[src/rtl/tlb_pkg.sv]
package tlb_pkg;
  localparam int unsigned TLB_MAX_ENTRIES = 256;
  typedef enum logic {FILL_RR = 1'b0, FILL_IDX = 1'b1} fill_mode_e;
endpackage

[src/rtl/tlb_cam_entry.sv]
module tlb_cam_entry #(
  parameter int unsigned VTAG_W = 20,
  parameter int unsigned PTAG_W = 20
) (
  input  logic              clk_i,
  input  logic              rst_ni,
  input  logic              wr_i,
  input  logic [VTAG_W-1:0] wvtag_i,
  input  logic [PTAG_W-1:0] wptag_i,
  input  logic [VTAG_W-1:0] key_i,
  output logic              vld_o,
  output logic              ml_o,
  output logic [PTAG_W-1:0] ptag_o
);
  logic              vld_q;
  logic [VTAG_W-1:0] vtag_q;
  logic [PTAG_W-1:0] ptag_q;

  always_ff @(posedge clk_i or negedge rst_ni) begin
    if (!rst_ni) begin
      vld_q  <= 1'b0;
      vtag_q <= '0;
      ptag_q <= '0;
    end else if (wr_i) begin
      vld_q  <= 1'b1;
      vtag_q <= wvtag_i;
      ptag_q <= wptag_i;
    end
  end

  // match line: starts set (gated by valid), any differing bit discharges it
  always_comb begin
    ml_o = vld_q;
    for (int b = 0; b < int'(VTAG_W); b++) begin
      if (vtag_q[b] != key_i[b]) ml_o = 1'b0;
    end
  end

  assign vld_o  = vld_q;
  assign ptag_o = ptag_q;
endmodule

[src/rtl/tlb_prio_sel.sv]
module tlb_prio_sel #(
  parameter int unsigned N = 16,
  parameter int unsigned W = 20
) (
  input  logic [N-1:0]        ml_i,
  input  logic [N-1:0][W-1:0] data_i,
  output logic [N-1:0]        wl_o,
  output logic                hit_o,
  output logic [W-1:0]        data_o
);
  // scan high to low so the lowest index is assigned last and wins
  always_comb begin
    wl_o   = '0;
    data_o = '0;
    for (int i = int'(N) - 1; i >= 0; i--) begin
      if (ml_i[i]) begin
        wl_o    = '0;
        wl_o[i] = 1'b1;
        data_o  = data_i[i];
      end
    end
  end

  assign hit_o = |ml_i;
endmodule

[src/rtl/tlb_repl_ptr.sv]
module tlb_repl_ptr #(
  parameter int unsigned N     = 16,
  parameter int unsigned IDX_W = 4
) (
  input  logic             clk_i,
  input  logic             rst_ni,
  input  logic             adv_i,
  output logic [IDX_W-1:0] ptr_o
);
  localparam logic [IDX_W-1:0] LAST = IDX_W'(N - 1);

  always_ff @(posedge clk_i or negedge rst_ni) begin
    if (!rst_ni)    ptr_o <= '0;
    else if (adv_i) ptr_o <= (ptr_o == LAST) ? '0 : ptr_o + 1'b1;
  end
endmodule

[src/rtl/tlb_lookup.sv]
module tlb_lookup
  import tlb_pkg::*;
#(
  parameter int unsigned ENTRIES = 16,
  parameter int unsigned VA_W    = 32,
  parameter int unsigned PA_W    = 32,
  parameter int unsigned OFF_W   = 12,
  localparam int unsigned IDX_W  = (ENTRIES > 1) ? $clog2(ENTRIES) : 1,
  localparam int unsigned VTAG_W = VA_W - OFF_W,
  localparam int unsigned PTAG_W = PA_W - OFF_W
) (
  input  logic              clk_i,
  input  logic              rst_ni,
  input  logic              lk_valid_i,
  input  logic [VA_W-1:0]   lk_vaddr_i,
  output logic              lk_hit_o,
  output logic [PA_W-1:0]   lk_paddr_o,
  input  logic              fill_en_i,
  input  logic              fill_use_idx_i,
  input  logic [IDX_W-1:0]  fill_idx_i,
  input  logic [VTAG_W-1:0] fill_vtag_i,
  input  logic [PTAG_W-1:0] fill_ptag_i
);
  initial begin
    if (ENTRIES > TLB_MAX_ENTRIES || ENTRIES < 1) $error("ENTRIES out of range");
  end

  logic                         key_vld_q;
  logic [VA_W-1:0]              key_q;
  logic [ENTRIES-1:0]           vld;
  logic [ENTRIES-1:0]           ml;
  logic [ENTRIES-1:0]           wl;
  logic [ENTRIES-1:0][PTAG_W-1:0] ptag;
  logic [PTAG_W-1:0]            sel_ptag;
  logic                         any_hit;
  logic [IDX_W-1:0]             ptr;
  logic [IDX_W-1:0]             wr_idx;
  fill_mode_e                   fill_mode;

  assign fill_mode = fill_use_idx_i ? FILL_IDX : FILL_RR;
  assign wr_idx    = (fill_mode == FILL_IDX) ? fill_idx_i : ptr;

  always_ff @(posedge clk_i or negedge rst_ni) begin
    if (!rst_ni) begin
      key_vld_q <= 1'b0;
      key_q     <= '0;
    end else begin
      key_vld_q <= lk_valid_i;
      if (lk_valid_i) key_q <= lk_vaddr_i;
    end
  end

  for (genvar g = 0; g < ENTRIES; g++) begin : g_ent
    tlb_cam_entry #(.VTAG_W(VTAG_W), .PTAG_W(PTAG_W)) i_ent (
      .clk_i   (clk_i),
      .rst_ni  (rst_ni),
      .wr_i    (fill_en_i && (wr_idx == IDX_W'(g))),
      .wvtag_i (fill_vtag_i),
      .wptag_i (fill_ptag_i),
      .key_i   (key_q[VA_W-1:OFF_W]),
      .vld_o   (vld[g]),
      .ml_o    (ml[g]),
      .ptag_o  (ptag[g])
    );
  end

  tlb_prio_sel #(.N(ENTRIES), .W(PTAG_W)) i_sel (
    .ml_i   (ml),
    .data_i (ptag),
    .wl_o   (wl),
    .hit_o  (any_hit),
    .data_o (sel_ptag)
  );

  tlb_repl_ptr #(.N(ENTRIES), .IDX_W(IDX_W)) i_ptr (
    .clk_i  (clk_i),
    .rst_ni (rst_ni),
    .adv_i  (fill_en_i && (fill_mode == FILL_RR)),
    .ptr_o  (ptr)
  );

  always_ff @(posedge clk_i or negedge rst_ni) begin
    if (!rst_ni) begin
      lk_hit_o   <= 1'b0;
      lk_paddr_o <= '0;
    end else if (key_vld_q) begin
      lk_hit_o   <= any_hit;
      lk_paddr_o <= {(any_hit ? sel_ptag : PTAG_W'(0)), key_q[OFF_W-1:0]};
    end else begin
      lk_hit_o   <= 1'b0;
      lk_paddr_o <= '0;
    end
  end
endmodule

[config.mk]
export PLATFORM = sky130hd
export DESIGN_NAME = tlb_lookup
export DESIGN_NICKNAME = d
export VERILOG_FILES = /design/src/rtl/tlb_pkg.sv /design/src/rtl/tlb_cam_entry.sv /design/src/rtl/tlb_prio_sel.sv /design/src/rtl/tlb_repl_ptr.sv /design/src/rtl/tlb_lookup.sv
export SDC_FILE = /design/constraint.sdc
export NUM_CORES = 1
export LEC_CHECK = 0
export ABC_AREA = 1
export BUFFER_PORTS_ARGS = -buffer_cell sky130_fd_sc_hd__buf_4
export CAP_MARGIN = 40
export CORE_ASPECT_RATIO = 2
export CORE_UTILIZATION = 55
export CTS_CLUSTER_DIAMETER = 120
export DETAILED_ROUTE_END_ITERATION = 10
export PLACE_DENSITY = 0.75
export SYNTH_ARGS = -nofsm -noshare
export SYNTH_HDL_FRONTEND = slang
export SYNTH_SLANG_ARGS = --single-unit
[constraint.sdc]
create_clock -name clk_i -period 2.55 [get_ports clk_i]
set_clock_uncertainty 0.1 [all_clocks]
set_input_delay 0.51 -clock clk_i [delete_from_list [all_inputs] [get_ports clk_i]]
set_output_delay 0.51 -clock clk_i [all_outputs]
set_load 0.05 [all_outputs]
======== Yosys cells after proc, flatten, opt, wreduce, memory -nomap -nowiden ========
Cells that the tools add are included.
cells by class
  add/subtract/negate cells ............... 1
  multiply operators ...................... 0
  divide/modulo/power cells ............... 0
  $lt $le $gt $ge ......................... 0
  equality and inequality tests ........... 336
  shift operators ......................... 0
  multiplexer cells ....................... 342
  bitwise logic cells ..................... 1
  reduce and logical (&&, ||, !) cells .... 19
operator list
  kind                 count
  $mux 20              17
  $mux 1               322
  $ne 1x1->1           320
  $eq 4x4->1 const B   9
  $mux 32              1
  $logic_and 1x1->1    17
  $eq 4x3->1 const B   4
  $reduce_or 16->1     1
  $eq 4x2->1 const B   2
  $mux 4               2
  $add 4x1->4 const B  1
  $eq 4x1->1 const B   1
  $logic_not 4->1      1
  $not 1->1            1
word-level totals
  flip-flop bits (word level) ............. 726
  bits in latches ......................... 0
  bits in writable memories ............... 0
  ROM bits ................................ 0
  output and inout bits ................... 33
  memories kept ........................... 0

======== Longest topological paths before layout ========
Gate-level depths: netlist of the first run.
  depth in word-level cells ............... 39
  depth in mapped cells ................... 26
  mapped depth without buffers ............ 23

======== By module ========
Synthesis of the first run repeated with hierarchy kept, for this count alone.
unflattened totals
  cells, all modules ...................... 5,019
  area, all modules ....................... 36,347.4 um^2
modules (own cells, without submodules)
  module         instances  cells each  area each (um^2)  seq. area each (um^2)
  tlb_cam_entry  16         254         1,888.1           1,026.0
  tlb_prio_sel   1          699         3,191.8           0.0
  tlb_lookup     1          233         2,753.9           1,651.6
  tlb_repl_ptr   1          23          192.7             100.1

======== Worst setup path after synthesis of the first run ========
Ideal clock, no wire load.
  path type ............................... reg2reg
  from .................................... register key_q[25]
  to ...................................... register lk_paddr_o[29]
  setup time .............................. 122 ps
  data arrival time ....................... 2,148 ps
  data required time ...................... 2,328 ps
  slack ................................... 181 ps
  cell stages (with the launch flop) ...... 12
  path buffers ............................ 4
  cells stage by stage .................... dfrtp_1 buf_2 buf_4 or2_2 a2111oi_0 nand4_1 nand2_1 buf_4 buf_2 nand2_1 nand3_1 a21oi_2
on the way
  cells in the longest elaborated chain, start to end .. 26
ends and longest elaborated chain
  item                    line                 source
  start, declared         tlb_lookup.sv:29     logic [VA_W-1:0] key_q;
  start signal, assigned  tlb_lookup.sv:49     if (lk_valid_i) key_q <= lk_vaddr_i;
  $ne 1x1->1              tlb_cam_entry.sv:35  if (vtag_q[b] != key_i[b]) ml_o = 1'b0;
  $mux 1 (7 in series)    tlb_cam_entry.sv:35
  $mux 20 (16 in series)  tlb_prio_sel.sv:16   if (ml_i[i]) begin
  $mux 20 *               tlb_lookup.sv:88     lk_paddr_o <= {(any_hit ? sel_ptag : PTAG_W'(0)), key_q[OFF_W-1:0]};
  $mux 32 *               tlb_lookup.sv:86     end else if (key_vld_q) begin
  end signal, assigned    tlb_lookup.sv:88
  end, declared           tlb_lookup.sv:17     output logic [PA_W-1:0] lk_paddr_o,
Every way passes the cells marked *; elsewhere a longest branch is shown, timed or not.
A chain may end at the register's enable or synchronous reset.

======== Worst setup path in the final report of the first run ========
  from .................................... register key_q[19]
  to ...................................... register lk_paddr_o[27]
on the way
  cells in the longest elaborated chain, start to end .. 32
ends and longest elaborated chain
  item                    line
  $ne 1x1->1              tlb_cam_entry.sv:35
  $mux 1 (13 in series)   tlb_cam_entry.sv:35
  $mux 20 (16 in series)  tlb_prio_sel.sv:16
  $mux 20 *               tlb_lookup.sv:88
  $mux 32 *               tlb_lookup.sv:86
Marked as above.

==> flow_metrics.env, run 1 <==
export IMPL_min_path_type="in -> reg"
export IMPL_fin_util_pct=68.5
export IMPL_power_density_nw_per_um2=1010
export IMPL_multi_input_area_um2=13900
export IMPL_antenna_found_initial=4
export IMPL_place_congestion=1.01
export IMPL_clkTransAtPathRegs_ns=0.07
export IMPL_drive_above_1_share_pct=20.4
export IMPL_start_util_pct=55.7
export IMPL_critPathLaunchType="flip-flop"
export IMPL_hold_violations=0
export IMPL_cts_root_buffer="clkbuf_16"
export IMPL_final_common_cell="nand2_1"
export IMPL_cpMostUsedCell="nand2_1"
export IMPL_ant_nets=0
export IMPL_drt_first_iter_violations=3537
export IMPL_stdcell_count=5056
export IMPL_yosysSeqAreaShare_pct=54.4
export IMPL_seqPwrFrac_pct=48.2
export IMPL_rows=127
export IMPL_cpMaxStageDelayCell="dfrtp_1"
export IMPL_syn2layout_area_growth_pct=22.9
export IMPL_worstPathCellList="buf_4 > nand2_1 > nand2_2 > nor2_4 > nand2_2 > nor2_4 > nand3_4 > a21oi_4 > buf_12 > buf_12 > nand2_1 > a21oi_2 > nor2_1 > o21ai_1 > nand2_1 > nand2_2 > nand2_2 > nand2_1 > nand2_1 > a21oi_2"
export IMPL_syn_area_per_cell_um2=8.42
export IMPL_critPathKind="reg -> reg"
export IMPL_layout_common_cells="nand2_1 (1,169), o21ai_0 (748), dfrtp_1 (715)"
export IMPL_first_pass_iters=7
export IMPL_combPwrFrac_pct=26.5
export IMPL_cts_buffers=66
export IMPL_io_buffers=113
export IMPL_yosysWarningCount=0
export IMPL_clkPwrFrac_pct=25.3
export IMPL_post_place_ws_ns=-0.451
export IMPL_max_freq_mhz=337
export IMPL_finalSetupViolations=21
export IMPL_cts_tree="done"
export IMPL_synth_nets=4047
export IMPL_htreeDepth=3
export IMPL_p_int_mw=27.1
export IMPL_grt_max_degree=82
export IMPL_grt_use_total_pct=39.3
export IMPL_coreArea_um2=59900
export IMPL_worst_path_largest_cell_delay_ns=0.42
export IMPL_p_sw_mw=14.5
export IMPL_power_share_switching_pct=34.8
export IMPL_final_cell_area_um2=41000
export IMPL_period_minus_slack_ns=2.97
export IMPL_dpl_hpwl_mm=76.1
export IMPL_wl_mm=120
export IMPL_fin_crit_sh_pct=117
export IMPL_overflow=0
export IMPL_end_kind="flip-flop"
export IMPL_netlist_instances=3965
export IMPL_synthAdderAreaFrac_pct=0.0375
export IMPL_arrival_ns=3.43
export IMPL_setup_ws_ns=-0.421
export IMPL_synthSimpleGateAreaFrac_pct=18.3
export IMPL_maxCapViolCount=0
export IMPL_p_leak_nw=19.9
export IMPL_ys_types=53
export IMPL_ir_drop_mv=0.657
export IMPL_synth_top_family_by_area="simple AND/OR/NAND/NOR gates"
export IMPL_clock_path_buffers=3
export IMPL_drc=0
export IMPL_synth_xor_area_share_pct=2.60
export IMPL_synth_mux_area_fraction_pct=1.01
export IMPL_avgRoutedWirePerCell_um=23.8
export IMPL_dp_cells=4865
export IMPL_die_area_um2=61800
export IMPL_num_nets_final=4315
export IMPL_avgViaCountPerCell=6.05
export IMPL_maxSlewHeadroom_pct=51.0
export IMPL_cp_required_ns=3.01
export IMPL_path_max_fanout=5
export IMPL_die_h_um=350
export IMPL_status="finished, violations left"
export IMPL_ys_seq_elements=726
export IMPL_syn_area_um2=33400
export IMPL_power_total_mw=41.6
export IMPL_clk_latency_ns=0.62
export IMPL_top_level_ports=114
export IMPL_worst_pin_slew_ns=0.734
export IMPL_clock_sinks=726
export IMPL_grt_pass1_wl_mm=178
export IMPL_placed_cell_area_um2=36800
export IMPL_vias=30600
export IMPL_nFillCells=4610
export IMPL_holdWs_ns=0.0130
export IMPL_violations="setup timing"
export IMPL_die_w_um=176
export IMPL_synth_compound_area_share_pct=17.2
export IMPL_tns_ns=-7.71
export IMPL_regArea_um2=18200
export IMPL_grt_pass1_vias=30200
export IMPL_rsz0062_at_grt="yes"
export IMPL_slew_violations=0
-- flip-flops by register name (all words and copies together), names as in the netlist --
register,flops
g_ent.i_ent.vld_o,16
key_vld_q,1
i_ptr.ptr_o,4
key_q,32
lk_hit_o,1
g_ent.i_ent.vtag_q,320
lk_paddr_o,32
g_ent.i_ent.ptag_o,320
-- final timing paths --
path                                 from                          to  slack, ns  cells past startpoint
max                             key_q[19]              lk_paddr_o[27]      -0.42                     20
min                        lk_vaddr_i[22]                   key_q[22]       0.01                      3
max reg2reg                     key_q[19]              lk_paddr_o[27]      -0.42                     20
min reg2reg                      key_q[1]               lk_paddr_o[1]       0.36                      2
max in group asynchronous          rst_ni               lk_paddr_o[1]       1.06                      3
min in group asynchronous          rst_ni  g_ent[15].i_ent.ptag_o[10]       0.35                      2
-- repair_timing --
action,4_1_cts,5_1_grt
hold endpoints to repair,27,0
hold buffers,1,0
pin swaps,69,100
gates cloned,17,6
endpoints found under the setup margin,21,21
buffers inserted,38,28
resized for setup,150,179
-- cells in the mapped netlist, drive strengths merged --
library cell / instances / share of area [%]
nand2: 1255 / 14
a22o: 9 / 0.24
o211ai: 4 / 0.090
o21a: 2 / 0.045
inv: 207 / 2.3
xor2: 64 / 1.7
a221o: 1 / 0.030
and2: 2 / 0.037
a2111oi: 2 / 0.11
o221ai: 1 / 0.026
a21oi: 145 / 2.4
clkbuf: 192 / 2.2
a21boi: 1 / 0.022
or2: 8 / 0.15
ha: 1 / 0.037
mux2i: 19 / 0.57
buf: 93 / 2.0
a221oi: 28 / 0.79
nand3b: 1 / 0.022
o21ai: 805 / 12
or4: 2 / 0.056
o22ai: 48 / 0.90
clkinv: 1 / 0.011
nand3: 47 / 0.90
nor3: 6 / 0.090
nor2: 194 / 2.2
nand4: 11 / 0.21
xnor2: 35 / 0.92
o2111ai: 8 / 0.21
a211oi: 11 / 0.25
dfrtp: 726 / 54
and3: 3 / 0.056
nor4: 20 / 0.44
mux2: 13 / 0.44
-- critical path: cells and delay by family, from the launching register on --
family	cells	cell delay (ns)
buffers and inverters	3	0.50
flip-flops	1	0.42
AO/OA/AOI/OAI	4	0.64
AND/OR/NAND/NOR	13	1.24
-- logic make-up after synthesis --
family | after synthesis
AO/OA/AOI/OAI | 1065
XOR/XNOR | 99
adder cells (fa/ha/maj) | 1
buffers and inverters | 493
flip-flops | 726
multiplexers | 32
AND/OR/NAND/NOR | 1549
-- power by group through the flow --
| stage | logic, mW | clock network, mW | registers [mW] |
|---|---|---|---|
| after global placement | 9.69 | 0 | 19.8 |
| after floorplan | 6.94 | 0 | 18.9 |
| after CTS | 10.4 | 10.6 | 19.8 |
| after detailed placement | 10.1 | 0 | 19.9 |
| final | 11.0 | 10.5 | 20.1 |
| after global routing | 12.4 | 11.0 | 20.6 |
-- layer usage --
metal / part of all wire, % / track usage (%) / wire length [um] / up-vias
met5: 0.032 / 0 / 39 / -
met4: 12 / 40.5 / 14700 / 6
met3: 8.6 / 7.17 / 10400 / 790
met2: 48 / 63.9 / 57100 / 1866
met1: 32 / 41.6 / 37900 / 14500
li1: - / - / - / 13500
-- final cells by class --
class	instances	area share, %
Clock inverter	23	0.805
Timing Repair Buffer	484	12.0
Timing Repair inverter	1	0.0183
Tap cell	774	2.36
Clock buffer	93	4.66
Inverter	208	1.98
Sequential cell	726	44.3
Multi-Input combinational cell	2746	33.9
Antenna cell	1	0.00610
Note: power is estimated with default switching activity, not from simulation.
==> run 2: changes to the inputs <==
PLACE_DENSITY = 0.72   (was 0.75)
clock period = 3 ns   (was 2.55 ns; I/O delays follow)
==> run 2 against run 1 <==
Against the previous run: the run now ends clean; sequential power down 16%; first-iteration DRC count decreased by 26%; register-to-register slack improved by 0.47 ns; critical path type unchanged; critical endpoint is now lk_paddr_o[29].
==> flow_metrics.env, run 2 (synthesis results as in run 1) <==
export IMPL_coreArea_um2=59900
export IMPL_first_pass_iters=6
export IMPL_critPathLaunchType="flip-flop"
export IMPL_slew_violations=0
export IMPL_min_path_type="in -> reg"
export IMPL_maxCapViolCount=0
export IMPL_critPathKind="reg -> reg"
export IMPL_ir_drop_mv=0.563
export IMPL_die_area_um2=61800
export IMPL_start_util_pct=55.7
export IMPL_ant_nets=0
export IMPL_die_h_um=350
export IMPL_clkTransAtPathRegs_ns=0.07
export IMPL_cts_root_buffer="clkbuf_16"
export IMPL_regToRegStartpoint="key_q[26]"
export IMPL_cts_tree="done"
export IMPL_clock_sinks=726
export IMPL_grtUsageMet2_pct=61.6
export IMPL_vias=28800
export IMPL_max_freq_mhz=339
export IMPL_layout_common_cells="nand2_1 (1,226), o21ai_0 (766), dfrtp_1 (718)"
export IMPL_final_common_cell="nand2_1"
export IMPL_power_share_switching_pct=33.4
export IMPL_p_sw_mw=11.4
export IMPL_grt_use_met3_pct=4.58
export IMPL_seqPwrFrac_pct=49.0
export IMPL_power_density_nw_per_um2=874
export IMPL_top_level_ports=114
export IMPL_stdcell_count=4949
export IMPL_end_kind="flip-flop"
export IMPL_grt_use_total_pct=36.1
export IMPL_dpl_hpwl_mm=73.1
export IMPL_overflow=0
export IMPL_avgRoutedWirePerCell_um=22.0
export IMPL_arrival_ns=3.34
export IMPL_wl_mm=109
export IMPL_top_usage_layer="met2"
export IMPL_grt_pass1_vias=28600
export IMPL_drt_first_iter_violations=2626
export IMPL_htreeDepth=3
export IMPL_avgViaCountPerCell=5.82
export IMPL_dp_cells=4794
export IMPL_hold_path_startpoint="lk_vaddr_i[22]"
export IMPL_p_leak_nw=19.2
export IMPL_path_max_fanout=21
export IMPL_tns_ns=0
export IMPL_maxSlewHeadroom_pct=37.1
export IMPL_fin_util_pct=65.5
export IMPL_regArea_um2=18200
export IMPL_finalSetupViolations=0
export IMPL_num_nets_final=4205
export IMPL_post_place_ws_ns=-0.412
export IMPL_rsz0062_at_grt="yes"
export IMPL_rows=127
export IMPL_p_int_mw=22.8
export IMPL_grt_max_degree=109
export IMPL_grt_pass1_wl_mm=165
export IMPL_place_congestion=0.965
export IMPL_multi_input_area_um2=13300
export IMPL_die_w_um=176
export IMPL_syn2layout_area_growth_pct=17.4
export IMPL_drive_above_1_share_pct=15.3
export IMPL_clkPwrFrac_pct=26.1
export IMPL_nFillCells=4970
export IMPL_clk_latency_ns=0.61
export IMPL_hold_violations=0
export IMPL_gr_usage_met1_pct=38.0
export IMPL_clock_path_buffers=3
export IMPL_fin_crit_sh_pct=98.4
export IMPL_cts_buffers=66
export IMPL_setup_ws_ns=0.0484
export IMPL_period_minus_slack_ns=2.95
export IMPL_cp_required_ns=3.39
export IMPL_io_buffers=113
export IMPL_drc=0
export IMPL_crit_start="key_q[26]"
export IMPL_combPwrFrac_pct=24.8
export IMPL_antenna_found_initial=0
export IMPL_worst_pin_slew_ns=0.942
export IMPL_status="finished clean"
run 2: cell types whose count changed in the layout (fill, tap and decap cells not counted), sizes merged:
cell      change
clkinv        +4
buf         -110
inv           -2
clkinvlp      +1
run 2: repair_timing:
action,in CTS,in global routing
gates cloned,0,5
pin swaps,0,27
hold endpoints to repair,33,0
gates resized for setup,12,88
endpoints found under the setup margin,21,21
hold buffers,1,0
buffers inserted,0,29
run 2: power by group through the flow:
| stage | Clock, mW | Sequential [mW] | Combinational (mW) |
|---|---|---|---|
| detailed placement | 0 | 16.8 | 8.27 |
| global placement | 0 | 16.7 | 7.97 |
| floorplan | 0 | 16.0 | 5.90 |
| global route | 9.42 | 17.3 | 9.80 |
| CTS | 9.05 | 16.7 | 8.36 |
| finish | 8.96 | 16.8 | 8.52 |
run 2: worst max-delay path: stages (launching register included):
cell     delay (ns)
dfrtp_2        0.45
inv_4          0.09
buf_4          0.11
buf_4          0.19
nand2_1        0.07
nand2_1        0.06
a21oi_1        0.03
and3_1         0.18
nand3_1        0.21
o21ai_1        0.10
buf_4          0.17
nor4_4         0.37
buf_4          0.20
nand3_2        0.08
buf_12         0.19
nand3_1        0.15
a21oi_2        0.05
run 2: final cells by class:
cell class / count / area share (%)
Inverter: 208 / 2.06
Multi-Input combinational cell: 2746 / 34.0
Tap cell: 774 / 2.47
Antenna cell: 1 / 0.00638
Sequential cell: 726 / 46.4
Timing Repair Buffer: 375 / 9.34
Clock inverter: 27 / 0.839
Clock buffer: 92 / 4.96
run 2: path summary, 6_finish.rpt:
kind                                                  end  slack [ns]  depth (start not counted)
worst min-delay path                            key_q[22]        0.10                          3
min in group asynchronous       g_ent[15].i_ent.ptag_o[6]        0.39                          2
worst max-delay path                       lk_paddr_o[29]        0.05                         16
worst min register to register      g_ent[12].i_ent.vld_o        0.35                          2
max in group asynchronous                        key_q[0]        1.42                          3
worst max register to register             lk_paddr_o[29]        0.05                         16
run 2: stage by stage:
step	hold WS, ns	area [um^2]	total power, mW
final	0.102	39200	34.3
after global routing	0.105	39200	36.5
after CTS	0.0850	38600	34.1
after detailed placement	0.343	36300	25.1
after global placement	0.332	36200	24.7
after floorplan	0.204	33400	21.9
run 2: metal layers:
| layer | vias to the layer above | wire length, um |
|---|---|---|
| met5 | - | 0 |
| met4 | 0 | 12400 |
| met3 | 561 | 6450 |
| met2 | 1287 | 54100 |
| met1 | 13700 | 35900 |
| li1 | 13200 | - |
